`src/rtl/lsfu_pkg.sv`:
```
package lsfu_pkg;
  parameter int DATA_W = 32;
  parameter int FRAC_W = 16;
  parameter int EXP_W  = $clog2(DATA_W);
  parameter int K_W    = EXP_W + 1;
  parameter int LOG_W  = K_W + FRAC_W;
  parameter int CFG_W  = 2;
  parameter int CFG_HALVE = 0;
  parameter int CFG_POW   = 1;

  typedef enum logic [1:0] {OP_INV, OP_ISQRT, OP_POW} op_e;

  typedef struct packed {
    op_e              op;
    logic             sgn;
    logic             zero;
    logic [LOG_W-1:0] val;
  } stage_t;
endpackage

```
`src/rtl/lsfu_msb.sv`:
```
module lsfu_msb #(
  parameter int W  = 32,
  parameter int IW = $clog2(W)
) (
  input  logic [W-1:0]  vec_i,
  output logic [IW-1:0] idx_o
);
  always_comb begin
    idx_o = '0;
    for (int i = 0; i < W; i++) begin
      if (vec_i[i]) idx_o = IW'(i);
    end
  end
endmodule

```
`src/rtl/lsfu_log.sv`:
```
module lsfu_log import lsfu_pkg::*; (
  input  logic [DATA_W-1:0] data_i,
  output logic              sgn_o,
  output logic              zero_o,
  output logic [LOG_W-1:0]  log_o
);
  logic [DATA_W-1:0] mag, norm;
  logic [EXP_W-1:0]  lead;
  logic [FRAC_W-1:0] frac;

  assign sgn_o  = data_i[DATA_W-1];
  assign zero_o = (data_i == '0);
  assign mag    = sgn_o ? (~data_i + DATA_W'(1)) : data_i;

  lsfu_msb #(.W(DATA_W), .IW(EXP_W)) u_msb (.vec_i(mag), .idx_o(lead));

  assign norm = mag << (EXP_W'(DATA_W-1) - lead);
  assign frac = norm[DATA_W-2 -: FRAC_W];
  // integer part = lead - FRAC_W (Q16.16 weight), fraction taken as log2(1+f) ~ f
  assign log_o = {({1'b0, lead} - K_W'(FRAC_W)), frac};
endmodule

```
`src/rtl/lsfu_exp.sv`:
```
module lsfu_exp import lsfu_pkg::*; (
  input  logic [LOG_W-1:0]  log_i,
  input  logic              sgn_i,
  input  logic              zero_i,
  input  logic              pow_i,
  output logic [DATA_W-1:0] data_o,
  output logic              err_o,
  output logic              uflow_o
);
  localparam int MANT_W = FRAC_W + 1;
  localparam logic signed [K_W-1:0] K_HI = K_W'(DATA_W - 1 - MANT_W);
  localparam logic signed [K_W-1:0] K_LO = K_W'(-FRAC_W);
  localparam logic [DATA_W-1:0] SAT = {1'b0, {(DATA_W-1){1'b1}}};

  logic signed [K_W-1:0] k;
  logic [K_W-1:0]        nk;
  logic [DATA_W-1:0]     mant, mag;
  logic                  ovf, uf;

  assign k    = log_i[LOG_W-1:FRAC_W];
  assign nk   = -k;
  assign mant = DATA_W'({1'b1, log_i[FRAC_W-1:0]});

  always_comb begin
    mag = '0;
    ovf = 1'b0;
    uf  = 1'b0;
    if (k > K_HI)       ovf = 1'b1;
    else if (k < K_LO)  uf  = 1'b1;
    else if (!k[K_W-1]) mag = mant << k[EXP_W-1:0];
    else                mag = mant >> nk;
  end

  always_comb begin
    err_o   = 1'b0;
    uflow_o = 1'b0;
    if (zero_i) begin
      err_o  = 1'b1;
      data_o = pow_i ? '0 : SAT;
    end else if (ovf) begin
      data_o = sgn_i ? -SAT : SAT;
    end else if (uf) begin
      uflow_o = 1'b1;
      data_o  = '0;
    end else begin
      data_o = sgn_i ? -mag : mag;
    end
  end
endmodule

```
`src/rtl/lsfu.sv`:
```
module lsfu import lsfu_pkg::*; (
  input  logic              clk_i,
  input  logic              rst_ni,
  input  logic              in_vld_i,
  output logic              in_rdy_o,
  input  logic [DATA_W-1:0] in_data_i,
  input  logic [CFG_W-1:0]  in_cfg_i,
  output logic              mul_req_o,
  output logic [LOG_W-1:0]  mul_log_o,
  input  logic              mul_vld_i,
  input  logic [LOG_W-1:0]  mul_prod_i,
  output logic              out_vld_o,
  output logic [DATA_W-1:0] out_data_o,
  output logic              out_err_o,
  output logic              out_uflow_o
);
  stage_t s0, s1_q, s2_d, s2_q;
  logic   s1_vld_q, s2_vld_q, stall;
  logic   l_sgn, l_zero;
  logic [LOG_W-1:0] l_val;
  logic signed [LOG_W-1:0] neg_val;
  logic [DATA_W-1:0] x_data;
  logic x_err, x_uf;

  lsfu_log u_log (.data_i(in_data_i), .sgn_o(l_sgn), .zero_o(l_zero), .log_o(l_val));

  always_comb begin
    s0.op   = in_cfg_i[CFG_POW]   ? OP_POW :
              in_cfg_i[CFG_HALVE] ? OP_ISQRT : OP_INV;
    s0.sgn  = l_sgn;
    s0.zero = l_zero;
    s0.val  = l_val;
  end

  // power op parks in stage 1 until the product returns
  assign mul_req_o = s1_vld_q && (s1_q.op == OP_POW) && !s1_q.zero;
  assign mul_log_o = s1_q.val;
  assign stall     = mul_req_o && !mul_vld_i;
  assign in_rdy_o  = !stall;

  always_ff @(posedge clk_i or negedge rst_ni) begin
    if (!rst_ni) begin
      s1_vld_q <= 1'b0;
      s1_q     <= '0;
    end else if (!stall) begin
      s1_vld_q <= in_vld_i;
      s1_q     <= s0;
    end
  end

  assign neg_val = -$signed(s1_q.val);

  always_comb begin
    s2_d = s1_q;
    unique case (s1_q.op)
      OP_POW:   s2_d.val = mul_prod_i;
      OP_ISQRT: s2_d.val = neg_val >>> 1;
      default:  s2_d.val = neg_val;
    endcase
    s2_d.sgn = s1_q.sgn && (s1_q.op == OP_INV);
  end

  always_ff @(posedge clk_i or negedge rst_ni) begin
    if (!rst_ni) begin
      s2_vld_q <= 1'b0;
      s2_q     <= '0;
    end else begin
      s2_vld_q <= s1_vld_q && !stall;
      s2_q     <= s2_d;
    end
  end

  lsfu_exp u_exp (
    .log_i  (s2_q.val),
    .sgn_i  (s2_q.sgn),
    .zero_i (s2_q.zero),
    .pow_i  (s2_q.op == OP_POW),
    .data_o (x_data),
    .err_o  (x_err),
    .uflow_o(x_uf)
  );

  always_ff @(posedge clk_i or negedge rst_ni) begin
    if (!rst_ni) begin
      out_vld_o   <= 1'b0;
      out_data_o  <= '0;
      out_err_o   <= 1'b0;
      out_uflow_o <= 1'b0;
    end else begin
      out_vld_o   <= s2_vld_q;
      out_data_o  <= x_data;
      out_err_o   <= s2_vld_q && x_err;
      out_uflow_o <= s2_vld_q && x_uf;
    end
  end
endmodule

```
`config.mk`:
```
export PLATFORM = sky130hd
export DESIGN_NAME = lsfu
export DESIGN_NICKNAME = d
export VERILOG_FILES = /design/src/rtl/lsfu_pkg.sv /design/src/rtl/lsfu_msb.sv /design/src/rtl/lsfu_log.sv /design/src/rtl/lsfu_exp.sv /design/src/rtl/lsfu.sv
export SDC_FILE = /design/constraint.sdc
export NUM_CORES = 1
export LEC_CHECK = 0
export ABC_AREA = 1
export BUFFER_PORTS_ARGS = -buffer_cell sky130_fd_sc_hd__buf_2
export CAP_MARGIN = 25
export CORE_MARGIN = 1.5
export CORE_UTILIZATION = 60
export CTS_BUF_LIST = sky130_fd_sc_hd__clkbuf_8 sky130_fd_sc_hd__clkbuf_16
export CTS_CLUSTER_SIZE = 20
export DETAILED_ROUTE_END_ITERATION = 7
export GPL_ROUTABILITY_DRIVEN = 1
export PLACE_DENSITY_LB_ADDON = 0.15
export SYNTH_ARGS = -nofsm -noshare
export SYNTH_HDL_FRONTEND = slang
export SYNTH_SLANG_ARGS = --single-unit
```
`constraint.sdc`:
```
create_clock -name clk_i -period 5.7 [get_ports clk_i]
set_input_delay 1.14 -clock clk_i [delete_from_list [all_inputs] [get_ports clk_i]]
set_output_delay 1.14 -clock clk_i [all_outputs]
set_load 0.01 [all_outputs]
```
==> results.yml <==
outcome:
  status: "finished clean"
worst_hold_path:
  min_to: "s2_q[25]$_DFF_PN0_"
  min_path_cells: 0
  hp-class: "register to register"
  min_from: "s1_q[25]$_DFFE_PN0N_"
power_and_ir_drop:
  comb_power_share_pct: 58.7
  power_uw: 3704
  seq_power_share_pct: 25.6
  p_clk_share_pct: 15.7
  leakage_uw: 0.005253
  net-switching-power_uw: 1872
  power.internal_uw: 1832
  switching_share_pct: 50.55
  peakVddDrop_mv: 0.1555
  p_per_area_mw_per_mm2: 371.3
placed_design:
  gp_routability_congestion: 0.9649
  place_area_mm2: 0.009678
  io_buffers: 118
  place_ws_ns: 0.7775
  hpwl_mm: 20.95
setup_path:
  worstPathArrival_ns: 4.94
  r2r_slack_ns: 1.02
  crit_fanout: 18
  r2r-start: "s2_q[17]$_DFF_PN0_"
  start_kind: "register"
  cp_slowest_cell: "ha_1"
  cp_data_required_time_ns: 5.96
  cpPeakStageDelay_ns: 0.53
  end_kind: "register"
  critical_path_class: "register to register"
  reg2reg_depth: 29
  r2r_end: "out_data_o[30]$_DFF_PN0_"
routing:
  num_vias: 10119
  ant_nets: 0
  vias_per_cell: 5.710
  drc: 0
  drtIter0Drc: 743
  first_pass_iters: 8
  wl_per_cell_um: 14.91
  routed_wl_mm: 26.42
timing:
  finalMaxSlewViolations: 0
  fmax_mhz: 213.5
  setup_slack_ns: 1.017
  worstMarginPinSlew_ns: 0.9021
  fin_worst_skew_ns: 0.01024
  layout_min_cycle_time_ns: 4.683
  rsz0062_at_grt: "false"
  hold_violations: 0
  finalSetupTns_ns: 0
  finalCritPeriodShare_pct: 82.17
  slew_headroom_pct: 39.86
  finalSetupViolations: 0
run:
  cap_violations: 0
logic_synthesis:
  synth_flop_cell: "dfrtp_1"
  async_reset_ff_share_pct: 100.0
  syn_nets: 1591
  synth_top_area_share_pct: 23.88
  syn_area_mm2: 0.009220
  synthTopCellsByCount: "385 x nand2_1, 198 x nand3_1, 159 x inv_1"
  post_synth.cell_area_avg_um2: 6.062
  synth_top_area_cell: "dfrtp_1"
  ys_types: 56
  synth_most_common_cell: "nand2_1"
  syn_inst: 1521
  ys_warn_count: 0
  synth-edff-count: 0
  seq_area_frac_synth_pct: 23.88
  synth-seq-cells: 88
  synth.area.top_cells: "dfrtp_1 24%, nand2_1 16%, nand3_1 11%"
clock_network:
  clk_latency_ns: 0.35
  ctsHoldBuffers: 0
  post_cts_buffers: 0
  clockBufferDepth: 2
  cts_sinks: 88
  cts_made_buffers: 9
  ctsResizeCount: 0
  cts_tree: "done"
  htreeDepth: 3
  clk_pin_slew_ns: 0.07
  root_buffer: "clkbuf_16"
final_layout:
  design_area_mm2: 0.009975
  drive_gt1_share_pct: 15.66
  n_antenna_cell: 0
  layout.nets: 1649
  syn2layout_area_growth_pct: 8.183
global_route:
  antenna_found_initial: 0
  gr-usage-all-layers_pct: 32.83
  grt_pass1_vias: 9250
  grt_start_max_net_pins: 73
  grt_pass1_wl_mm: 43.14
  grt_overflow: 0
floorplanning:
  io_pins: 119
  die_x_um: 127.0
  rows: 45
  die_area_mm2: 0.01612
  die_h_um: 127.0
  initial_core_util_pct: 61.10
  core_area_mm2: 0.01509
cell usage in the layout (no fill, tap or decap), types with 4 or more instances in the layout:
cell and n:
o21ai_2 6, nand4_1 7, a22oi_1 7, nor3_1 11
nand3b_1 6, nor3_2 5, nand3_2 4, inv_1 159
o21ai_0 99, mux2i_1 6, nor2_1 145, dfrtp_1 88
ha_1 10, nor4_1 5, o211ai_1 8, nand2_2 9
nor2_2 8, nand2_1 385, o22ai_1 4, buf_2 117
inv_2 37, a21oi_1 93, nor3_4 4, o21ai_1 37
xnor2_1 9, clkbuf_16 9, a31oi_1 6, nand3_1 198
nor2_4 4, inv_8 4, buf_4 19, xor2_1 30
layout make-up:
| type | instances | area, um2 |
|---|---|---|
| Clock buffer | 9 | 225.2 |
| Timing Repair Buffer | 136 | 728.2 |
| Sequential cell | 88 | 2202 |
| Clock inverter | 7 | 71.32 |
| Tap cell | 188 | 235.2 |
| Inverter | 197 | 740.7 |
| Multi-Input combinational cell | 1147 | 5772 |
| Fill cell | 1494 | 5115 |
logic make-up (layout without fill, tap and decap cells):
| kind of cell | Yosys count | after routing | synth area share, % |
|---|---|---|---|
| adders and majority gates | 10 | 10 | 1.357 |
| buffers and inverters | 286 | 349 | 13.58 |
| and+or+nand+nor | 804 | 804 | 38.96 |
| DFF | 88 | 88 | 23.88 |
| xor gates and xnor gates | 42 | 42 | 4.234 |
| AOI/OAI and AO/OA | 285 | 285 | 17.33 |
| muxes | 6 | 6 | 0.6514 |
through the flow:
| stage | instances | util, % | hold WS [ns] |
|---|---|---|---|
| 2_1_floorplan | 1521 | - | 0.3744 |
| 3_3_place_gp | 1756 | 64.14 | 0.3875 |
| 3_5_place_dp | 1756 | 64.14 | 0.4004 |
| 4_1_cts | 1772 | 66.10 | 0.4098 |
| 5_1_grt | 1772 | 66.10 | 0.4278 |
| 6_report | 1772 | 66.10 | 0.4080 |
routing by layer:
layer / share of wire (%) / track usage, %
met5: 0 / 0
met4: 4.5 / 16.38
met3: 4.1 / 3.205
met2: 50 / 59.59
met1: 41 / 38.66
state kept, by name, indices dropped and copies added (netlist names):
register     cells
out_uflow_o      1
out_err_o        1
s1_vld_q         1
out_data_o      32
s2_q            26
mul_log_o       21
out_vld_o        1
s2_vld_q         1
s1_q             4
worst max-delay path by stage:
stage	from	end	slack, ns	cells past startpoint
final	s2_q[17]$_DFF_PN0_	out_data_o[30]$_DFF_PN0_	1.02	29
after global routing	s2_q[18]$_DFF_PN0_	out_data_o[30]$_DFF_PN0_	0.51	27
after CTS	s2_q[17]$_DFF_PN0_	out_data_o[30]$_DFF_PN0_	1.08	29
after detailed placement	in_data_i[0]	mul_log_o[15]$_DFFE_PN0N_	0.78	31
after global placement	in_data_i[0]	mul_log_o[15]$_DFFE_PN0N_	0.73	31
after floorplan	s2_q[17]$_DFF_PN0_	out_data_o[28]$_DFF_PN0_	1.57	32
worst max-delay path, delay by kind of cell, from the launching register on:
kind	cells	cell delay, ns
fa+ha+maj	3	0.92
xor+xnor	1	0.24
flops	1	0.33
simple gates	13	1.42
buf+inv	7	0.78
compound gates	5	0.90
power groups by stage:
stage | sequential (uW) | combinational, uW | clock [uW]
2_1_floorplan | 964 | 1570 | 0
3_3_place_gp | 952 | 2100 | 0
3_5_place_dp | 957 | 2120 | 0
4_1_cts | 946 | 2140 | 594
5_1_grt | 967 | 2420 | 620
6_report | 948 | 2170 | 583
(Power assumes the default switching activity.)
